--- config.mk ---
export PLATFORM = sky130hd
export DESIGN_NAME = lvr_slave
export DESIGN_NICKNAME = d
export VERILOG_FILES = /design/src/rtl/lvr_pkg.sv /design/src/rtl/lvr_decode.sv /design/src/rtl/lvr_regbank.sv /design/src/rtl/lvr_views.sv /design/src/rtl/lvr_idrom.sv /design/src/rtl/lvr_slave.sv
export SDC_FILE = /design/constraint.sdc
export NUM_CORES = 1
export LEC_CHECK = 0
export BUFFER_PORTS_ARGS = -buffer_cell sky130_fd_sc_hd__buf_4
export CAP_MARGIN = 10
export CORE_AREA = 2 2 251 179
export DETAILED_ROUTE_END_ITERATION = 6
export DIE_AREA = 0 0 253 181
export PLACE_DENSITY_LB_ADDON = 0.3
export SYNTH_ARGS = -nofsm -noshare
export SYNTH_HDL_FRONTEND = slang
export SYNTH_SLANG_ARGS = --single-unit
--- constraint.sdc ---
create_clock -name clk -period 2.15 [get_ports clk]
set_clock_uncertainty 0.15 [all_clocks]
set_input_delay 0.1075 -clock clk [delete_from_list [all_inputs] [get_ports clk]]
set_output_delay 0.1075 -clock clk [all_outputs]
set_load 0.02 [all_outputs]
--- src/rtl/lvr_pkg.sv ---
package lvr_pkg;
  localparam int NREG     = 4;
  localparam int NVIEW    = 7;
  localparam int IDX_W    = 10;
  localparam int REG_SW   = $clog2(NREG);
  localparam int VIEW_SW  = $clog2(NVIEW);
  localparam int VIEW_LO  = NREG;
  localparam int VIEW_HI  = NREG + NVIEW - 1;
  localparam int ID_WORDS = 8;
  localparam int ID_SW    = $clog2(ID_WORDS);

  typedef enum logic [VIEW_SW-1:0] {
    V_NOT0  = 3'd0,
    V_AND01 = 3'd1,
    V_OR12  = 3'd2,
    V_XOR23 = 3'd3,
    V_ANDA  = 3'd4,
    V_ORA   = 3'd5,
    V_XORA  = 3'd6
  } view_e;

  typedef struct packed {
    logic              is_reg;
    logic [REG_SW-1:0] reg_sel;
    logic              is_view;
    logic [VIEW_SW-1:0] view_sel;
    logic              is_id;
    logic [ID_SW-1:0]  id_sel;
  } dec_t;
endpackage

--- src/rtl/lvr_decode.sv ---
module lvr_decode
  import lvr_pkg::*;
(
  input  logic [IDX_W-1:0] idx,
  output dec_t             dec
);
  localparam logic [IDX_W-1:0] V_LO = IDX_W'(VIEW_LO);
  localparam logic [IDX_W-1:0] V_HI = IDX_W'(VIEW_HI);
  localparam logic [IDX_W-1:0] R_N  = IDX_W'(NREG);

  logic [IDX_W-1:0] vofs;

  always_comb begin
    vofs         = idx - V_LO;
    dec          = '0;
    dec.is_reg   = (idx < R_N);
    dec.reg_sel  = idx[REG_SW-1:0];
    dec.is_view  = (idx >= V_LO) && (idx <= V_HI);
    dec.view_sel = vofs[VIEW_SW-1:0];
    dec.is_id    = &idx[IDX_W-1:ID_SW];
    dec.id_sel   = idx[ID_SW-1:0];
  end
endmodule

--- src/rtl/lvr_regbank.sv ---
module lvr_regbank
  import lvr_pkg::*;
#(
  parameter int DATA_W = 32
) (
  input  logic                         clk,
  input  logic                         rst,
  input  logic                         we,
  input  logic [REG_SW-1:0]            wsel,
  input  logic [DATA_W-1:0]            wdata,
  output logic [NREG-1:0][DATA_W-1:0]  regs
);
  for (genvar g = 0; g < NREG; g++) begin : g_reg
    always_ff @(posedge clk) begin
      if (rst) begin
        regs[g] <= '0;
      end else if (we && (wsel == REG_SW'(g))) begin
        regs[g] <= wdata;
      end
    end
  end
endmodule

--- src/rtl/lvr_views.sv ---
module lvr_views
  import lvr_pkg::*;
#(
  parameter int DATA_W = 32
) (
  input  logic [NREG-1:0][DATA_W-1:0]  regs,
  output logic [NVIEW-1:0][DATA_W-1:0] views
);
  logic [NREG-1:0][DATA_W-1:0] and_c, or_c, xor_c;

  assign and_c[0] = regs[0];
  assign or_c[0]  = regs[0];
  assign xor_c[0] = regs[0];
  for (genvar g = 1; g < NREG; g++) begin : g_fold
    assign and_c[g] = and_c[g-1] & regs[g];
    assign or_c[g]  = or_c[g-1]  | regs[g];
    assign xor_c[g] = xor_c[g-1] ^ regs[g];
  end

  always_comb begin
    views          = '0;
    views[V_NOT0]  = ~regs[0];
    views[V_AND01] = regs[0] & regs[1];
    views[V_OR12]  = regs[1] | regs[2];
    views[V_XOR23] = regs[2] ^ regs[3];
    views[V_ANDA]  = and_c[NREG-1];
    views[V_ORA]   = or_c[NREG-1];
    views[V_XORA]  = xor_c[NREG-1];
  end
endmodule

--- src/rtl/lvr_idrom.sv ---
module lvr_idrom
  import lvr_pkg::*;
#(
  parameter int          DATA_W   = 32,
  parameter logic [11:0] PART     = 12'h806,
  parameter logic [7:0]  DESIGNER = 8'h41,
  parameter logic [3:0]  REVISION = 4'h0,
  parameter logic [7:0]  CONFIG   = 8'h00,
  parameter logic [31:0] COMP_ID  = 32'hB105_F00D
) (
  input  logic [ID_SW-1:0]  sel,
  output logic [DATA_W-1:0] word
);
  localparam logic [31:0] PERIPH_ID = {CONFIG, REVISION, DESIGNER, PART};

  logic [31:0] src;
  logic [7:0]  byte_v;

  always_comb begin
    src    = sel[ID_SW-1] ? COMP_ID : PERIPH_ID;
    byte_v = src[8*sel[1:0] +: 8];
    word   = DATA_W'(byte_v);
  end
endmodule

--- src/rtl/lvr_slave.sv ---
module lvr_slave
  import lvr_pkg::*;
#(
  parameter int          DATA_W   = 32,
  parameter int          ADDR_W   = 32,
  parameter logic [11:0] PART     = 12'h806,
  parameter logic [7:0]  DESIGNER = 8'h41,
  parameter logic [3:0]  REVISION = 4'h0,
  parameter logic [7:0]  CONFIG   = 8'h00,
  parameter logic [31:0] COMP_ID  = 32'hB105_F00D
) (
  input  logic              clk,
  input  logic              rst,
  input  logic              sel,
  input  logic              enable,
  input  logic              write,
  input  logic [ADDR_W-1:0] addr,
  input  logic [DATA_W-1:0] wdata,
  output logic [DATA_W-1:0] rdata,
  output logic              ready,
  output logic              slverr
);
  localparam int IDX_LO = 2;
  localparam int IDX_HI = IDX_LO + IDX_W - 1;

  logic                         setup_q;
  logic                         wr_acc, rd_acc;
  logic [IDX_W-1:0]             idx;
  dec_t                         dec;
  logic [NREG-1:0][DATA_W-1:0]  regs_q;
  logic [NVIEW-1:0][DATA_W-1:0] views;
  logic [DATA_W-1:0]            id_word;
  logic [DATA_W-1:0]            rd_mux;
  logic                         unused_addr;

  assign setup_q     = sel && !enable;
  assign wr_acc      = setup_q && write;
  assign rd_acc      = setup_q && !write;
  assign idx         = addr[IDX_HI:IDX_LO];
  assign unused_addr = ^{addr[ADDR_W-1:IDX_HI+1], addr[IDX_LO-1:0]};

  lvr_decode u_dec (
    .idx (idx),
    .dec (dec)
  );

  lvr_regbank #(.DATA_W(DATA_W)) u_bank (
    .clk   (clk),
    .rst   (rst),
    .we    (wr_acc && dec.is_reg),
    .wsel  (dec.reg_sel),
    .wdata (wdata),
    .regs  (regs_q)
  );

  lvr_views #(.DATA_W(DATA_W)) u_views (
    .regs  (regs_q),
    .views (views)
  );

  lvr_idrom #(
    .DATA_W(DATA_W), .PART(PART), .DESIGNER(DESIGNER),
    .REVISION(REVISION), .CONFIG(CONFIG), .COMP_ID(COMP_ID)
  ) u_id (
    .sel  (dec.id_sel),
    .word (id_word)
  );

  always_comb begin
    rd_mux = '0;
    if (dec.is_reg) begin
      rd_mux = regs_q[dec.reg_sel];
    end else if (dec.is_view) begin
      rd_mux = views[dec.view_sel];
    end else if (dec.is_id) begin
      rd_mux = id_word;
    end
  end

  always_ff @(posedge clk) begin
    if (rst) begin
      rdata <= '0;
    end else if (rd_acc) begin
      rdata <= rd_mux;
    end else begin
      rdata <= '0;
    end
  end

  assign ready  = 1'b1;
  assign slverr = 1'b0;
endmodule

==> summary by stage <==
Routing
The total wire length after detailed routing is 35.5 mm. Dividing the detail-routed wire length by the instance count gives 17.0 um. Before antenna repair, the detailed router went through 6 iterations. After the first detailed-routing iteration, the DRC count stood at 730. In the routed design, unresolved DRC markers number 0. The number of vias after detailed routing is 10276. The via count normalized by instance count is 4.94. The count of nets left with antenna violations once routing finished came out at 0.

Critical path
For this run, the slowest stage of the critical path takes 0.41 ns. The critical path is of the reg -> reg type. The type of destination of the critical path is a register. On the critical path the largest part of the delay comes from compound AO/OA/AOI/OAI gates. The startpoint identified for the worst register-to-register timing path is u_bank.regs[38].

The master of the slowest instance on the critical path is dfxtp_1. The slack of the worst reg-to-reg path is 0.11 ns. The kind of start point of the critical path is a register. The most critical setup path has its startpoint at u_bank.regs[38]. Counting both buffers and inverters, the worst setup path holds a total of 2. At the worst endpoint, the required time is 2.40 ns. Traced cell by cell, the critical path runs through inv_1, ha_1, and2_1, o21ai_0, a311oi_1, o21ai_0, a211oi_1, buf_4.

For the worst setup path, the data arrival time is 2.29 ns. Counting stages on the worst path, the most repeated cell is o21ai_0. Along the worst path, the maximum fanout reaches 5.

STA
The number of setup violations in the final report is 0. Timing would allow up to 491 MHz. The slew at the pin closest to its max-slew limit is 0.897 ns. Setup repair after global routing left no endpoint under its margin. Headroom to the max-slew limit came out at 0.402.

The final count of hold timing violations is 0. The number of pins exceeding their max-slew limit in the final report is 0. The portion of the clock cycle consumed by the worst path in the final layout is 0.948. After layout, the minimum clock period comes to 2.04 ns. The final worst hold slack is 0.0674 ns.

Yosys
The average size of a mapped cell is 7.67 um^2. For this run, the leading register cell type out of synthesis is dfxtp_1. The share of synthesized area in the top cell type comes to 0.299.

The cell taking the most area after synthesis is dfxtp_1. Yosys printed 0 warnings. The share of the Yosys chip area taken by registers is 0.299. The fraction of registers with async set or reset after synthesis is 0. In the post-synthesis netlist, the biggest area contributors are dfxtp_1 30%, a21oi_1 12%, nand2_1 11%. The number of unique standard cell types used by synthesis is 58. Yosys mapped a number of flops with a built-in enable equal to 0.

The cell area after technology mapping is 0.0107 mm^2. The cell count after synthesis is 1397. In this run, synthesis produced a sequential element count of 160.

Counting every net in the synthesized netlist gives 1533.

Global routing
Entering global routing, the biggest net connects 81 pins. The via count of the first global-routing pass is 9829. The sum of overflow across all layers after global routing is 0. In the global route stage, overall resource usage came out at 0.157. The first global-routing pass estimated 56.0 mm of wire. The initial antenna violation count is 1.

Die
Measured along the x axis, the die boundary spans 253 um. The die area is 0.0458 mm^2. Measured along the y axis, the die boundary spans 181 um. The floorplan core area is 0.0432 mm^2. For this design the top-level I/O count stands at 103. The initialized floorplan defines 64 standard-cell rows. For this configuration, the core starts out at a cell density of 0.248.

Worst hold path
The path class of the tightest hold or removal check is in -> reg. The worst hold path begins at addr[4].

Final layout
The final cell utilization of the core is 0.309. The cell area after layout is 0.0133 mm^2. Of the cells placed in the final design, the portion with a size suffix greater than 1 is 0.174. The layout overhead on the synthesized area is 24.6%. The net count of the finished layout is 1642.

Clocking
The clock sink total is 160. The CTS tree is yes. The later pin in the worst-skew pair is clocked with a latency of 0.46 ns.

After clock tree synthesis, the clock-pin slew on the worst setup and hold paths is 0.07 ns. The cell chosen for the clock root is clkbuf_16. The total clock buffers created by CTS is 17. The number of setup buffers added after CTS is 0. The maximum clock path buffer count is 2. The clock tree synthesis step divided the H-tree into 4 levels.

Power
Power spread over the standard cell area amounts to 512 mW/mm^2. The standby leakage power is 0.00489 uW. VDD sags by at most 0.536 mV.

Place
Detailed placement ended at an HPWL of 24.1 mm. The routability-driven placement congestion ratio is 0.833. Summing all placed instances gives a cell area of 0.0124 mm^2. Port buffering added 78 buffers.

Outcome
The run finished with clean final reports.

Flow run
The number of maximum-capacitance violations is 0.
==> kinds of logic (layout without fill, tap and decap cells) <==
family                   after synthesis  count (layout)  synth area share
AO/OA/AOI/OAI                        414             414             0.230
XOR/XNOR                              43              43            0.0352
adder cells (fa/ha/maj)               67              67            0.0783
buffers and inverters                180             302            0.0700
flip-flops                           160             160             0.299
multiplexers                          46              46            0.0839
other                                  2               3          0.000701
AND/OR/NAND/NOR                      485             485             0.203
==> synth_stat cells, types with 20 or more instances <==
cell,n
nand2_1,305
a21oi_1,249
dfxtp_1,160
inv_1,71
ha_1,67
clkbuf_1,62
nor2_1,57
a211oi_1,38
o21ai_0,35
mux4_2,34
xnor2_1,30
buf_2,25
nand2b_1,25
nand3b_1,25
and2_1,21
o211ai_1,20
==> worst register-to-register path, cell delays in order (launching register included) <==
cell      delay (ns)
dfxtp_1         0.41
inv_1           0.07
ha_1            0.33
and2_1          0.14
o21ai_0         0.07
a311oi_1        0.26
o21ai_0         0.11
a211oi_1        0.26
buf_4           0.18
==> through the flow <==
stage | TNS, ns | setup slack (ns) | power [uW] | std cells
2_1_floorplan | 0 | 0.0785 | 3340 | 1397
3_3_place_gp | -2.81 | -0.152 | 3600 | 2016
3_5_place_dp | -3.60 | -0.128 | 3610 | 2016
4_1_cts | 0 | 0.00697 | 6920 | 2080
5_1_grt | 0 | 0.0290 | 7090 | 2081
6_report | 0 | 0.112 | 6840 | 2081
==> worst paths after layout <==
check	cells after the start	endpoint
max	8	rdata[6]
min	4	rdata[11]
max reg2reg	8	rdata[6]
min reg2reg	2	u_bank.regs[34]
==> repair_timing <==
| item | in CTS | in global routing |
|---|---|---|
| gates resized for setup | 0 | 5 |
| hold buffers | 32 | 0 |
| endpoints found under the setup margin | 0 | 2 |
| endpoints found under the hold margin | 128 | 0 |
==> placed cells by master, fill, tap and decap left out, types with 10 or more instances in the layout <==
cell type,netlist,layout
a211oi_1,38,37
and2_1,21,21
a21oi_1,249,249
nand2b_1,25,25
buf_12,0,15
nor2b_1,10,10
xor2_1,13,13
nor2_1,57,56
o21ai_0,35,35
o22ai_1,14,14
nand2_1,305,305
buf_4,3,151
clkbuf_16,0,17
dfxtp_1,160,158
nand3b_1,25,25
nand3_1,17,17
inv_1,71,71
xnor2_1,30,30
dlygate4sd3_1,0,32
o211ai_1,20,20
mux2_2,10,10
ha_1,67,67
mux4_2,34,34
==> routing by layer <==
metal	track usage	routed length [um]
met5	0	0
met4	0.0445	476
met3	0.0268	1750
met2	0.256	16700
met1	0.213	16500
==> state kept, by name, summed over array words and instances, names as in the netlist <==
name and cells:
rdata 32, u_bank.regs 128
==> final cells by class <==
type | instances | area [um^2]
flip-flops and latches | 160 | 3210
clock inverters | 8 | 126
fillers | 4635 | 29900
multi-input cells | 1057 | 6800
clock buffers | 24 | 482
repair buffers | 199 | 1770
inverters | 71 | 267
well taps | 561 | 702
diodes | 1 | 2.50
==> where the power goes <==
group	switching (uW)	internal [uW]
sequential	0.460	2960
clock	1320	1930
combinational	370	257
total	1690	5150
Power figures use the tool's default switching activity.
